--- src/rtl/aru_pkg.sv ---
package aru_pkg;
  typedef enum logic [2:0] {
    MOD_NONE    = 3'd0,
    MOD_INC     = 3'd1,
    MOD_DEC     = 3'd2,
    MOD_ADD_IDX = 3'd3,
    MOD_SUB_IDX = 3'd4,
    MOD_ADD_REV = 3'd5,
    MOD_SUB_REV = 3'd6,
    MOD_RSVD    = 3'd7
  } mod_e;
endpackage

--- src/rtl/aru_bitrev.sv ---
module aru_bitrev #(
  parameter int W = 16
) (
  input  logic [W-1:0] din,
  output logic [W-1:0] dout
);
  for (genvar i = 0; i < W; i++) begin : g_rev
    assign dout[i] = din[W-1-i];
  end
endmodule

--- src/rtl/aru_alu.sv ---
module aru_alu
  import aru_pkg::*;
#(
  parameter int DW = 16
) (
  input  logic          acc,
  input  logic [2:0]    code,
  input  logic [DW-1:0] cur,
  input  logic [DW-1:0] idx,
  output logic          mod_en,
  output logic [DW-1:0] res
);
  mod_e          op;
  logic [DW-1:0] cur_r, idx_r, sum_r, rev_res;

  assign op = mod_e'(code);

  aru_bitrev #(.W(DW)) u_rev_cur (.din(cur),   .dout(cur_r));
  aru_bitrev #(.W(DW)) u_rev_idx (.din(idx),   .dout(idx_r));
  aru_bitrev #(.W(DW)) u_rev_res (.din(sum_r), .dout(rev_res));

  // Reversed-carry arithmetic: mirror, add or subtract, mirror back.
  assign sum_r = (op == MOD_SUB_REV) ? (cur_r - idx_r) : (cur_r + idx_r);

  always_comb begin
    mod_en = 1'b0;
    res    = cur;
    if (acc) begin
      unique case (op)
        MOD_INC:     begin mod_en = 1'b1; res = cur + {{(DW-1){1'b0}}, 1'b1}; end
        MOD_DEC:     begin mod_en = 1'b1; res = cur - {{(DW-1){1'b0}}, 1'b1}; end
        MOD_ADD_IDX: begin mod_en = 1'b1; res = cur + idx; end
        MOD_SUB_IDX: begin mod_en = 1'b1; res = cur - idx; end
        MOD_ADD_REV,
        MOD_SUB_REV: begin mod_en = 1'b1; res = rev_res; end
        default:     begin mod_en = 1'b0; res = cur; end
      endcase
    end
  end
endmodule

--- src/rtl/aru_regfile.sv ---
module aru_regfile #(
  parameter int DW   = 16,
  parameter int NREG = 8,
  parameter int PW   = $clog2(NREG)
) (
  input  logic          clk,
  input  logic          rst,
  input  logic          wr_en,
  input  logic [PW-1:0] wr_sel,
  input  logic [DW-1:0] wr_data,
  input  logic          mod_en,
  input  logic [PW-1:0] mod_tgt,
  input  logic [DW-1:0] mod_data,
  output logic [DW-1:0] q [NREG],
  output logic [DW-1:0] d [NREG]
);
  for (genvar g = 0; g < NREG; g++) begin : g_reg
    // Direct write is applied last, so it wins over a modification.
    assign d[g] = (wr_en && wr_sel == PW'(g)) ? wr_data :
                  (mod_en && mod_tgt == PW'(g)) ? mod_data : q[g];

    always_ff @(posedge clk) begin
      if (rst) q[g] <= '0;
      else     q[g] <= d[g];
    end
  end
endmodule

--- src/rtl/aux_addr_unit.sv ---
module aux_addr_unit #(
  parameter int DW   = 16,
  parameter int NREG = 8,
  parameter int PW   = $clog2(NREG)
) (
  input  logic          clk,
  input  logic          rst,
  input  logic          wr_en,
  input  logic [PW-1:0] wr_sel,
  input  logic [DW-1:0] wr_data,
  input  logic [PW-1:0] rd_sel,
  output logic [DW-1:0] rd_data,
  input  logic          ptr_ld,
  input  logic [PW-1:0] ptr_val,
  input  logic          ind_acc,
  input  logic [2:0]    mod_sel,
  output logic [DW-1:0] addr_out,
  output logic [PW-1:0] cur_ptr
);
  logic [DW-1:0] q [NREG];
  logic [DW-1:0] d [NREG];
  logic          mod_en;
  logic [DW-1:0] mod_res;
  logic [PW-1:0] ptr_q, ptr_n;
  logic [DW-1:0] addr_q, rd_q;

  aru_alu #(.DW(DW)) u_alu (
    .acc    (ind_acc),
    .code   (mod_sel),
    .cur    (q[ptr_q]),
    .idx    (q[0]),
    .mod_en (mod_en),
    .res    (mod_res)
  );

  aru_regfile #(.DW(DW), .NREG(NREG), .PW(PW)) u_rf (
    .clk      (clk),
    .rst      (rst),
    .wr_en    (wr_en),
    .wr_sel   (wr_sel),
    .wr_data  (wr_data),
    .mod_en   (mod_en),
    .mod_tgt  (ptr_q),
    .mod_data (mod_res),
    .q        (q),
    .d        (d)
  );

  assign ptr_n = ptr_ld ? ptr_val : ptr_q;

  always_ff @(posedge clk) begin
    if (rst) begin
      ptr_q  <= '0;
      addr_q <= '0;
      rd_q   <= '0;
    end else begin
      ptr_q  <= ptr_n;
      addr_q <= d[ptr_n];
      rd_q   <= q[rd_sel];
    end
  end

  assign addr_out = addr_q;
  assign cur_ptr  = ptr_q;
  assign rd_data  = rd_q;
endmodule

--- config.mk ---
export PLATFORM = sky130hd
export DESIGN_NAME = aux_addr_unit
export DESIGN_NICKNAME = d
export VERILOG_FILES = /design/src/rtl/aru_pkg.sv /design/src/rtl/aru_bitrev.sv /design/src/rtl/aru_alu.sv /design/src/rtl/aru_regfile.sv /design/src/rtl/aux_addr_unit.sv
export SDC_FILE = /design/constraint.sdc
export NUM_CORES = 1
export LEC_CHECK = 0
export BUFFER_PORTS_ARGS = -buffer_cell sky130_fd_sc_hd__buf_2
export CORE_UTILIZATION = 30
export CTS_BUF_LIST = sky130_fd_sc_hd__clkbuf_2 sky130_fd_sc_hd__clkbuf_4 sky130_fd_sc_hd__clkbuf_8
export DETAILED_ROUTE_END_ITERATION = 8
export PLACE_DENSITY = 0.41
export SYNTH_ARGS = -nofsm -noshare
export SYNTH_HDL_FRONTEND = slang
export SYNTH_SLANG_ARGS = --single-unit
export TNS_END_PERCENT = 1
--- constraint.sdc ---
create_clock -name clk -period 12 [get_ports clk]
set_input_delay 0.6 -clock clk [delete_from_list [all_inputs] [get_ports clk]]
set_output_delay 0.6 -clock clk [all_outputs]
set_load 0.005 [all_outputs]
==> metrics.txt, run 1 <==
Setup Skew=28.6 ps; final WL=64.6 mm; detailed placer's ending HPWL=44.7 mm; Cells after Synth=1,654; hold-fix buffers at CTS=0; ANT cells=0; pin count of the biggest net entering global routing=70; Placer Congestion=0.916; first-pass GRT wire length=93.6 mm; CP max FO=43; root buffer cell=clkbuf_8; Post-Syn Area per Cell=7.64 sq um; Worst slew margin=8.36%; DRC=0; dpl ws=6660 ps; Worst EP arrival=5950 ps; WP data required=12,490 ps; CTS tree=done; Total GRT Usage=30.1%; peak supply drop=0.0895 mV; HP Class=in2reg; unrepaired setup endpoints after global routing=no; Max Buffers Root-to-Sink=2; Synth Flop Type=dfxtp_1; vias per cell=6.23; worst skew pair latency=590 ps; Synth Register Bits=163; Fin Setup TNS=0 ps; vias in the first global route=13,089; setup repair bufs after CTS=0; Fin. Hold Viols=0; DIE AREA=43,000 sq um; antenna violations before repair=1; Largest delay share family, worst path=compound AO/OA/AOI/OAI gates; TritonRoute pass-1 iters=5; FFs w/ async S/R, synth=0%; number of synthesized flops with an enable pin=0; Crit Path Class=reg2reg; Startpoint Class=flop; core area=41,200 sq um; die width=207 um; Overflow after GRT=0; outcome=finished, final reports clean; period utilization=45.5%; Resize count post-CTS=0; boundary pin count=68; post-route ant nets=0; area grow syn2layout=10.2%; Port Buffer Count=67; CP peak stage delay=1110 ps; most used cell, CP=o21ai_0; PD cells=122 nW/um^2; YS warnings=0; initial core utilization=30.7%; Crit path buffers/inverters=1; Worst Setup Slack, final=6530 ps; Max Cap Viol=0; max-slew violations=0; crit-path cells=buf_4 -> mux4_2 -> mux2i_1 -> ha_1 -> fa_1 -> nor2b_1 -> o31a_1 -> nor3_1 -> o31ai_1 -> o32ai_1 -> o21ai_0 -> o21ai_0 -> nor2_1 -> o21ai_0 -> nand4_1; Crit. End Element=flop; Slew @ Worst Pin=1370 ps; fmax=183 MHz; total power draw=1700 uW; Critical-path top delay cell=o32ai_1; register area share after synthesis=25.8%; H-tree levels=4; # rows=74; Detailed Route Iter0 Violations=1,499; mapped cell area=12,600 sq um; Clock Pin Slew Worst Setup and Hold Paths=110 ps; layout cells sized above 1=16.1%; commonest non-fill, non-tap cell in the layout=nor2_1; nets@finish=1,710; final setup vio count=0; placed cell count=2,156; Num CTS Buffers=17; commonest non-fill, non-tap cells in the layout=nor2_1, nand2_1, dfxtp_1, a21oi_1, o21ai_0; Clock Sinks=163; routed len/inst=29.5 um; Die H=207 um; synth unique cells=78; syn nets=1,721; fin crit period=5470 ps; Final Instance Count excl. Fillers=2,188; Leakage Power=0.00520 uW; total number of vias=13,634
-- final cells by class --
type,instances,area (sq um)
inverter,27,101
fill,4418,27300
clock inverter,11,150
tap,532,666
timing repair buffer,110,661
multi-input combinational,1324,8800
clock buffer,21,277
sequential,163,3270
-- power breakdown --
group / switching [uW] / internal, uW / leakage (uW)
clock network: 254 / 223 / 0.000214
registers: 32.4 / 569 / 0.00133
logic: 406 / 216 / 0.00366
total: 692 / 1010 / 0.00520
-- metrics by stage --
stage / area [sq um] / utilization (%) / hold slack (ps)
CTS: 13900 / 33.8 / 307
floorplan: 12600 / - / 497
global route: 13900 / 33.8 / 356
global placement: 13500 / 32.8 / 566
finish: 13900 / 33.8 / 362
detailed placement: 13500 / 32.8 / 578
-- worst min-delay path, cell delays in order --
cell,delay (ps)
buf_2,170
nand2_1,80
a21oi_1,60
-- registers in the layout, indices dropped and copies added, names as in the netlist --
register	count
rd_data	16
cur_ptr	3
u_rf.q	128
addr_out	16
-- synth_stat cells (all sizes together), types with 16 or more instances --
master    n  area, sq um
nor3     51          265
a21oi   157          786
ha       32          400
o22ai    42          263
and2     18          113
dfxtp   163         3260
or3      23          144
nor2    280         1050
mux4     64         1440
nand2   163          617
a211oi   62          470
nand3    33          170
o211ai   25          188
mux2i    27          270
o21ai   102          510
o221ai   18          164
xnor2    19          166
inv      27          101
mux2     17          191
clkbuf  106          399
nand2b   16          100
buf      34          154
-- path summary, 6_finish.rpt --
path,startpoint,endpoint,slack [ps],cells after the start
setup / recovery,cur_ptr[0],addr_out[6],6530,15
hold / removal,wr_data[15],u_rf.q[79],360,3
setup reg to reg,cur_ptr[0],addr_out[6],6530,15
hold reg to reg,u_rf.q[47],u_rf.q[47],600,2
-- logic make-up after synthesis --
group                    share of synthesized area (%)
multiplexers                                      15.1
flip-flops                                        25.8
adder cells (fa/ha/maj)                           3.48
buffers and inverters                             5.18
AND/OR/NAND/NOR                                   22.3
XOR/XNOR                                          2.01
AO/OA/AOI/OAI                                     26.1
-- per-layer routing --
| metal | wire, um | up-vias | GRT usage (%) | share of wire [%] |
|---|---|---|---|---|
| li1 | - | 6079 | - | - |
| met1 | 28600 | 6795 | 40.9 | 44 |
| met2 | 28800 | 644 | 46.9 | 45 |
| met3 | 5010 | 114 | 5.78 | 7.8 |
| met4 | 2070 | 2 | 11.5 | 3.2 |
| met5 | 12 | - | 0 | 0.019 |
Power figures use the tool's default switching activity.
==> inputs of run 2 (changes only) <==
==> constraint.sdc (replaced) <==
create_clock -name clk -period 5.5 [get_ports clk]
set_input_delay 0.275 -clock clk [delete_from_list [all_inputs] [get_ports clk]]
set_output_delay 0.275 -clock clk [all_outputs]
set_load 0.005 [all_outputs]
==> run 2 against run 1 <==
Net effect:
- global-route usage up 0.64 points
- setup slack worse by 6000 ps
- final cell count up 1.3%
- via count up 1.3%
- core utilization up 0.53 points
- sequential cell count unchanged
- power up 120%
- critical path depth up 4
- sequential power up 120%
- clock skew down 6.3 ps
- non-clock buffer count up 28
- largest cell class unchanged
- highest routed layer is now met4
==> metrics.txt, run 2 (synthesis results as in run 1) <==
root buffer cell=clkbuf_8; combinational power share=37.9% (+1.3 points); Num CTS Buffers=17 (unchanged); Fin. Hold Viols=0 (unchanged); Reg2Reg Depth=19 (+4); Max Cap Viol=0 (unchanged); design area=14,100 sq um (+1.6%); layout cells sized above 1=17.5% (+1.4 points); period utilization=91.1% (+46 points); area grow syn2layout=11.9%; number of flip-flops under the largest register name=128 (unchanged); Max Buffers Root-to-Sink=2 (unchanged); Total GRT Usage=30.7% (+0.64 points); fmax=200 MHz (+9.1%); antenna violations before repair=4 (+3); vias per cell=6.23 (about the same); H-tree levels=4 (unchanged); nets@finish=1,738 (+1.6%); worst skew pair latency=540 ps (-50 ps); cell internal pwr=2210 uW (+120%); Die H=207 um (unchanged); Crit. End Element=flop; HP Class=in2reg; fin crit period=5010 ps (-456 ps); Slew @ Worst Pin=1150 ps (-217 ps); Top reg by flops=u_rf.q; initial core utilization=30.7% (unchanged); Resize count post-CTS=0 (unchanged); vias in the first global route=12,980 (-0.83%); Fin Setup TNS=0 ps (unchanged); hold-fix buffers at CTS=0 (unchanged); Worst slew margin=23.1% (+15 points); Filler Cell Count=4,374 (-1.0%); Clock Pin Slew Worst Setup and Hold Paths=100 ps (about the same); routed len/inst=30.0 um (+1.7%); Placer Congestion=0.959 (+4.7%); PD cells=262 nW/um^2 (+110%); Overflow after GRT=0 (unchanged); Port Buffer Count=67 (unchanged); CTS tree=done; boundary pin count=68 (unchanged); ANT cells=0 (unchanged); Worst EP arrival=5440 ps (-510 ps); CP max FO=6 (-86%); peak supply drop=0.157 mV (+76%); Switching Fraction=40.3% (-0.39 points); outcome=finished, final reports clean; Setup Skew=22.3 ps (-6.27 ps); # rows=74 (unchanged); core area=41,200 sq um (unchanged); pin count of the biggest net entering global routing=70 (unchanged); detailed placer's ending HPWL=47.9 mm (+7.3%); Startpoint Class=flop; max-slew violations=0 (unchanged); total number of vias=13,805 (+1.3%); Hold Crit Depth=3 (unchanged); cell area after placement=13,700 sq um (+1.7%); sequential share of power=35.8% (+0.4 points); sw power=1490 uW (+120%); final setup vio count=0 (unchanged); clock group share of total power=26.3% (-1.8 points); DRC=0 (unchanged); WP data required=5930 ps (-6560 ps); setup repair bufs after CTS=0 (unchanged); utilization after layout=34.3% (+0.53 points); die width=207 um (unchanged); Clock Sinks=163 (unchanged); Crit Path Class=reg2reg; DIE AREA=43,000 sq um (unchanged); final WL=66.5 mm (+3.0%); unrepaired setup endpoints after global routing=no; Detailed Route Iter0 Violations=1,835 (+22%); post-route ant nets=0 (unchanged); Leakage Power=0.00533 uW (+2.5%); TritonRoute pass-1 iters=5 (unchanged); commonest non-fill, non-tap cell in the layout=nor2_1; commonest non-fill, non-tap cells in the layout=nor2_1, nand2_1, dfxtp_1, a21oi_1, o21ai_0; first-pass GRT wire length=95.1 mm (+1.6%)
run 2: area by class of cell:
cell class              count  area [sq um]  share of cell area, %
repair buffers            138           896                   6.33
flip-flops and latches    163          3270                   23.1
well taps                 532           666                   4.71
clock inverters             8           100                  0.708
inverters                  27           101                  0.716
multi-input cells        1324          8800                   62.2
clock buffers              24           312                   2.20
run 2: worst max-delay path, cell delays in order, from the launching register on:
cell      delay, ps
dfxtp_1         390
inv_1           140
ha_1            270
nand2_1         120
or4_1           550
nand2b_1        200
nand2_1          70
a21oi_1          60
a21o_1          200
ha_1            330
nand2_1         100
nand2b_1        110
or4_1           540
o21a_1          240
o221ai_1        250
a21oi_1         110
or3_1           360
a21oi_1         340
nor2_1          220
o41ai_1         270
run 2: power groups by stage:
stage / Clock (uW) / Sequential, uW / Combinational [uW]
2_1_floorplan: 0 / 1300 / 904
3_3_place_gp: 0 / 1350 / 1370
3_5_place_dp: 0 / 1350 / 1360
4_1_cts: 995 / 1320 / 1370
5_1_grt: 1040 / 1330 / 1490
6_report: 973 / 1320 / 1400
run 2: path summary, 6_finish.rpt:
path,start,to,slack [ps]
hold / removal,wr_data[0],u_rf.q[32],80
setup reg to reg,u_rf.q[113],u_rf.q[47],490
setup / recovery,u_rf.q[113],u_rf.q[47],490
hold reg to reg,u_rf.q[15],u_rf.q[15],590
run 2: routing by layer:
metal / share of wire, % / wire length [um] / global-route usage (%) / vias to the layer above
met5: 0 / 0 / 0 / -
met4: 3.0 / 1990 / 10.7 / 0
met3: 8.0 / 5340 / 5.58 / 106
met2: 43 / 28800 / 46.5 / 748
met1: 46 / 30400 / 43.5 / 6804
li1: - / - / - / 6147
run 2: metrics by stage:
step / hold WS, ps / worst slack [ps] / total power [uW] / cells
global route: 86.1 / 97.0 / 3860 / 2216
detailed placement: 569 / 568 / 2710 / 2184
global placement: 553 / 578 / 2720 / 2184
finish: 75.6 / 490 / 3700 / 2216
CTS: 42.6 / 534 / 3680 / 2216
floorplan: 415 / 298 / 2200 / 1654
==> inputs of run 3 (changes only) <==
--- a/config.mk
+++ b/config.mk
@@ -5,10 +5,12 @@
 export SDC_FILE = /design/constraint.sdc
 export NUM_CORES = 1
 export LEC_CHECK = 0
+export ABC_AREA = 1
 export BUFFER_PORTS_ARGS = -buffer_cell sky130_fd_sc_hd__buf_2
 export CORE_UTILIZATION = 30
 export CTS_BUF_LIST = sky130_fd_sc_hd__clkbuf_2 sky130_fd_sc_hd__clkbuf_4 sky130_fd_sc_hd__clkbuf_8
 export DETAILED_ROUTE_END_ITERATION = 8
+export MAX_ROUTING_LAYER = met4
 export PLACE_DENSITY = 0.41
 export SYNTH_ARGS = -nofsm -noshare
 export SYNTH_HDL_FRONTEND = slang
==> run 3 against run 2 <==
Net effect:
- routed wire length is 0.77% higher
- combinational power is 4% higher
- core utilization is 0.97 points lower
- final cell count is 25% higher
- non-clock buffer count is 24 lower
- global-route usage is 0.35 points higher
- power is 1.7% higher
- setup slack worse by 11 ps
- via count is 13% higher
- final area is 1.4% higher
- synthesized cell count is 33% higher
- critical endpoint is now addr_out[4]
==> metrics.txt, run 3 <==
hold-fix buffers at CTS=0 (unchanged); final setup vio count=0 (unchanged); DRC=0 (unchanged); fin crit period=5020 ps (+10.8 ps); Overflow after GRT=0 (unchanged); CP max FO=18 (+12); initial core utilization=30.4% (-0.28 points); number of synthesized flops with an enable pin=0 (unchanged); root buffer cell=clkbuf_8; Cells after Synth=2,195 (+33%); Area contributors post-synth=dfxtp_1, nand2_1, a21oi_1; detailed placer's ending HPWL=43.5 mm (-9.2%); number of flip-flops under the largest register name=128 (unchanged); Resize count post-CTS=0 (unchanged); Yosys top cell area share=25.0% (-0.84 points); PD cells=262 nW/um^2 (+0.34%); Slew @ Worst Pin=1050 ps (-106 ps); commonest non-fill, non-tap cell in the layout=nand2_1; vias in the first global route=14,516 (+12%); cell area after placement=13,900 sq um (+1.3%); Num CTS Buffers=17 (unchanged); Post-Syn Area per Cell=5.95 sq um (-22%); dpl ws=654 ps (+85.8 ps); Worst EP arrival=5440 ps (about the same); Crit. End Element=flop; Total GRT Usage=31.1% (+0.35 points); outcome=finished, final reports clean; Max Buffers Root-to-Sink=2 (unchanged); Clock Pin Slew Worst Setup and Hold Paths=100 ps (about the same); Startpoint Class=flop; total power draw=3760 uW (+1.7%); layout cells sized above 1=9.32% (-8.2 points); FFs w/ async S/R, synth=0% (unchanged); TritonRoute pass-1 iters=6 (+1); H-tree levels=4 (unchanged); Clock Sinks=163 (unchanged); Fin. Hold Viols=0 (unchanged); Top reg by flops=u_rf.q; first-pass GRT wire length=97.9 mm (+3.0%); area grow syn2layout=9.73%; WP data required=5920 ps (about the same); utilization after layout=33.4% (-0.97 points); final WL=67.0 mm (+0.77%); unrepaired setup endpoints after global routing=no; Fin Setup TNS=0 ps (unchanged); Setup Skew=20.1 ps (-2.20 ps); # rows=76 (+2.7%); Max Cap Viol=0 (unchanged); die width=211 um (+1.7%); register area share after synthesis=25.0% (-0.84 points); Die H=211 um (+1.7%); commonest non-fill, non-tap cells in the layout=nand2_1, a21oi_1, nand3_1, inv_1, dfxtp_1; antenna violations before repair=3 (-1); Placer Congestion=0.955 (-0.42%); mapped cell area=13,100 sq um (+3.4%); Synth Flop Type=dfxtp_1; HP Class=in2reg; largest area contributor in the netlist=dfxtp_1; Synth Register Bits=163 (unchanged); CTS tree=done; peak supply drop=0.160 mV (+1.8%); vias per cell=5.63 (-9.6%); Worst Setup Slack, final=480 ps (-10.8 ps); design area=14,300 sq um (+1.4%); setup repair bufs after CTS=0 (unchanged); worst skew pair latency=530 ps (about the same); top-count cell post-synth=nand2_1; core area=43,000 sq um (+4.3%); syn nets=2,262 (+31%); YS warnings=0 (unchanged); total number of vias=15,620 (+13%); period utilization=91.3% (+0.20 points); nets@finish=2,243 (+29%); synth unique cells=52 (-33%); routed len/inst=24.2 um (-20%); pin count of the biggest net entering global routing=68 (-2.9%); boundary pin count=68 (unchanged); DIE AREA=44,400 sq um (+3.3%); Port Buffer Count=67 (unchanged); post-route ant nets=0 (unchanged); Crit Path Class=reg2reg; Leakage Power=0.00607 uW (+14%); Worst slew margin=30.1% (+7.0 points); Detailed Route Iter0 Violations=1,754 (-4.4%); max-slew violations=0 (unchanged); top cells by count, synth=nand2_1, a21oi_1, nand3_1, inv_1, dfxtp_1; fmax=199 MHz (-0.21%)
==> run 3: path summary, 6_finish.rpt <==
check,slack (ps),to,startpoint,depth (start not counted)
setup / recovery,480,addr_out[4],cur_ptr[0],22
hold / removal,120,u_rf.q[30],wr_data[14],3
setup reg to reg,480,addr_out[4],cur_ptr[0],22
hold reg to reg,610,u_rf.q[46],u_rf.q[46],4
==> run 3: layer usage <==
metal	wire length, um	track usage, %	share of wire, %
met5	0	-	0
met3	4800	3.73	7.2
met1	30900	42.7	46
met2	29500	47.2	44
met4	1900	9.90	2.8
==> run 3: layout make-up <==
class / instances / area [sq um]
Clock inverter: 13 / 156
Tap cell: 585 / 732
Clock buffer: 19 / 262
Inverter: 221 / 831
Sequential cell: 163 / 3260
Antenna cell: 1 / 2.50
Timing Repair Buffer: 114 / 716
Fill cell: 4858 / 28600
Multi-Input combinational cell: 1659 / 8380
==> run 3: critical path, stage by stage, from the launching register on <==
cell	delay [ps]
dfxtp_1	630
inv_1	180
nand2_2	560
o22ai_1	140
a221oi_1	320
o21ai_0	370
ha_1	540
nand2_1	140
nor2_1	120
nor2_1	40
nand2_1	180
a21oi_1	120
or2_2	280
nand3_1	70
nand3_1	60
o21ai_1	510
nand2_1	100
nand2_1	120
nand3_1	100
nand3_1	110
nand2_1	70
nand2_1	60
nand2_1	60
==> run 3: where the power goes <==
part	leakage, uW	switching (uW)	internal [uW]
Combinational	0.00452	1030	434
Sequential	0.00133	52.8	1250
Clock	0.000212	533	471
==> run 3: logic make-up (layout without fill, tap and decap cells) <==
| kind of cell | after synthesis | count (layout) | share of synthesized area (%) |
|---|---|---|---|
| other | 0 | 1 | 0 |
| AO/OA/AOI/OAI | 619 | 619 | 26.7 |
| AND/OR/NAND/NOR | 988 | 988 | 32.5 |
| adder cells (fa/ha/maj) | 34 | 34 | 3.37 |
| XOR/XNOR | 18 | 18 | 1.21 |
| flip-flops | 163 | 163 | 25.0 |
| buffers and inverters | 373 | 367 | 11.3 |
==> run 3: metrics by stage <==
step                      hold WS [ps]  cells
after detailed placement           589   2742
final                              116   2775
after CTS                         77.0   2774
after global placement             591   2742
after global routing               101   2775
after floorplan                    546   2195
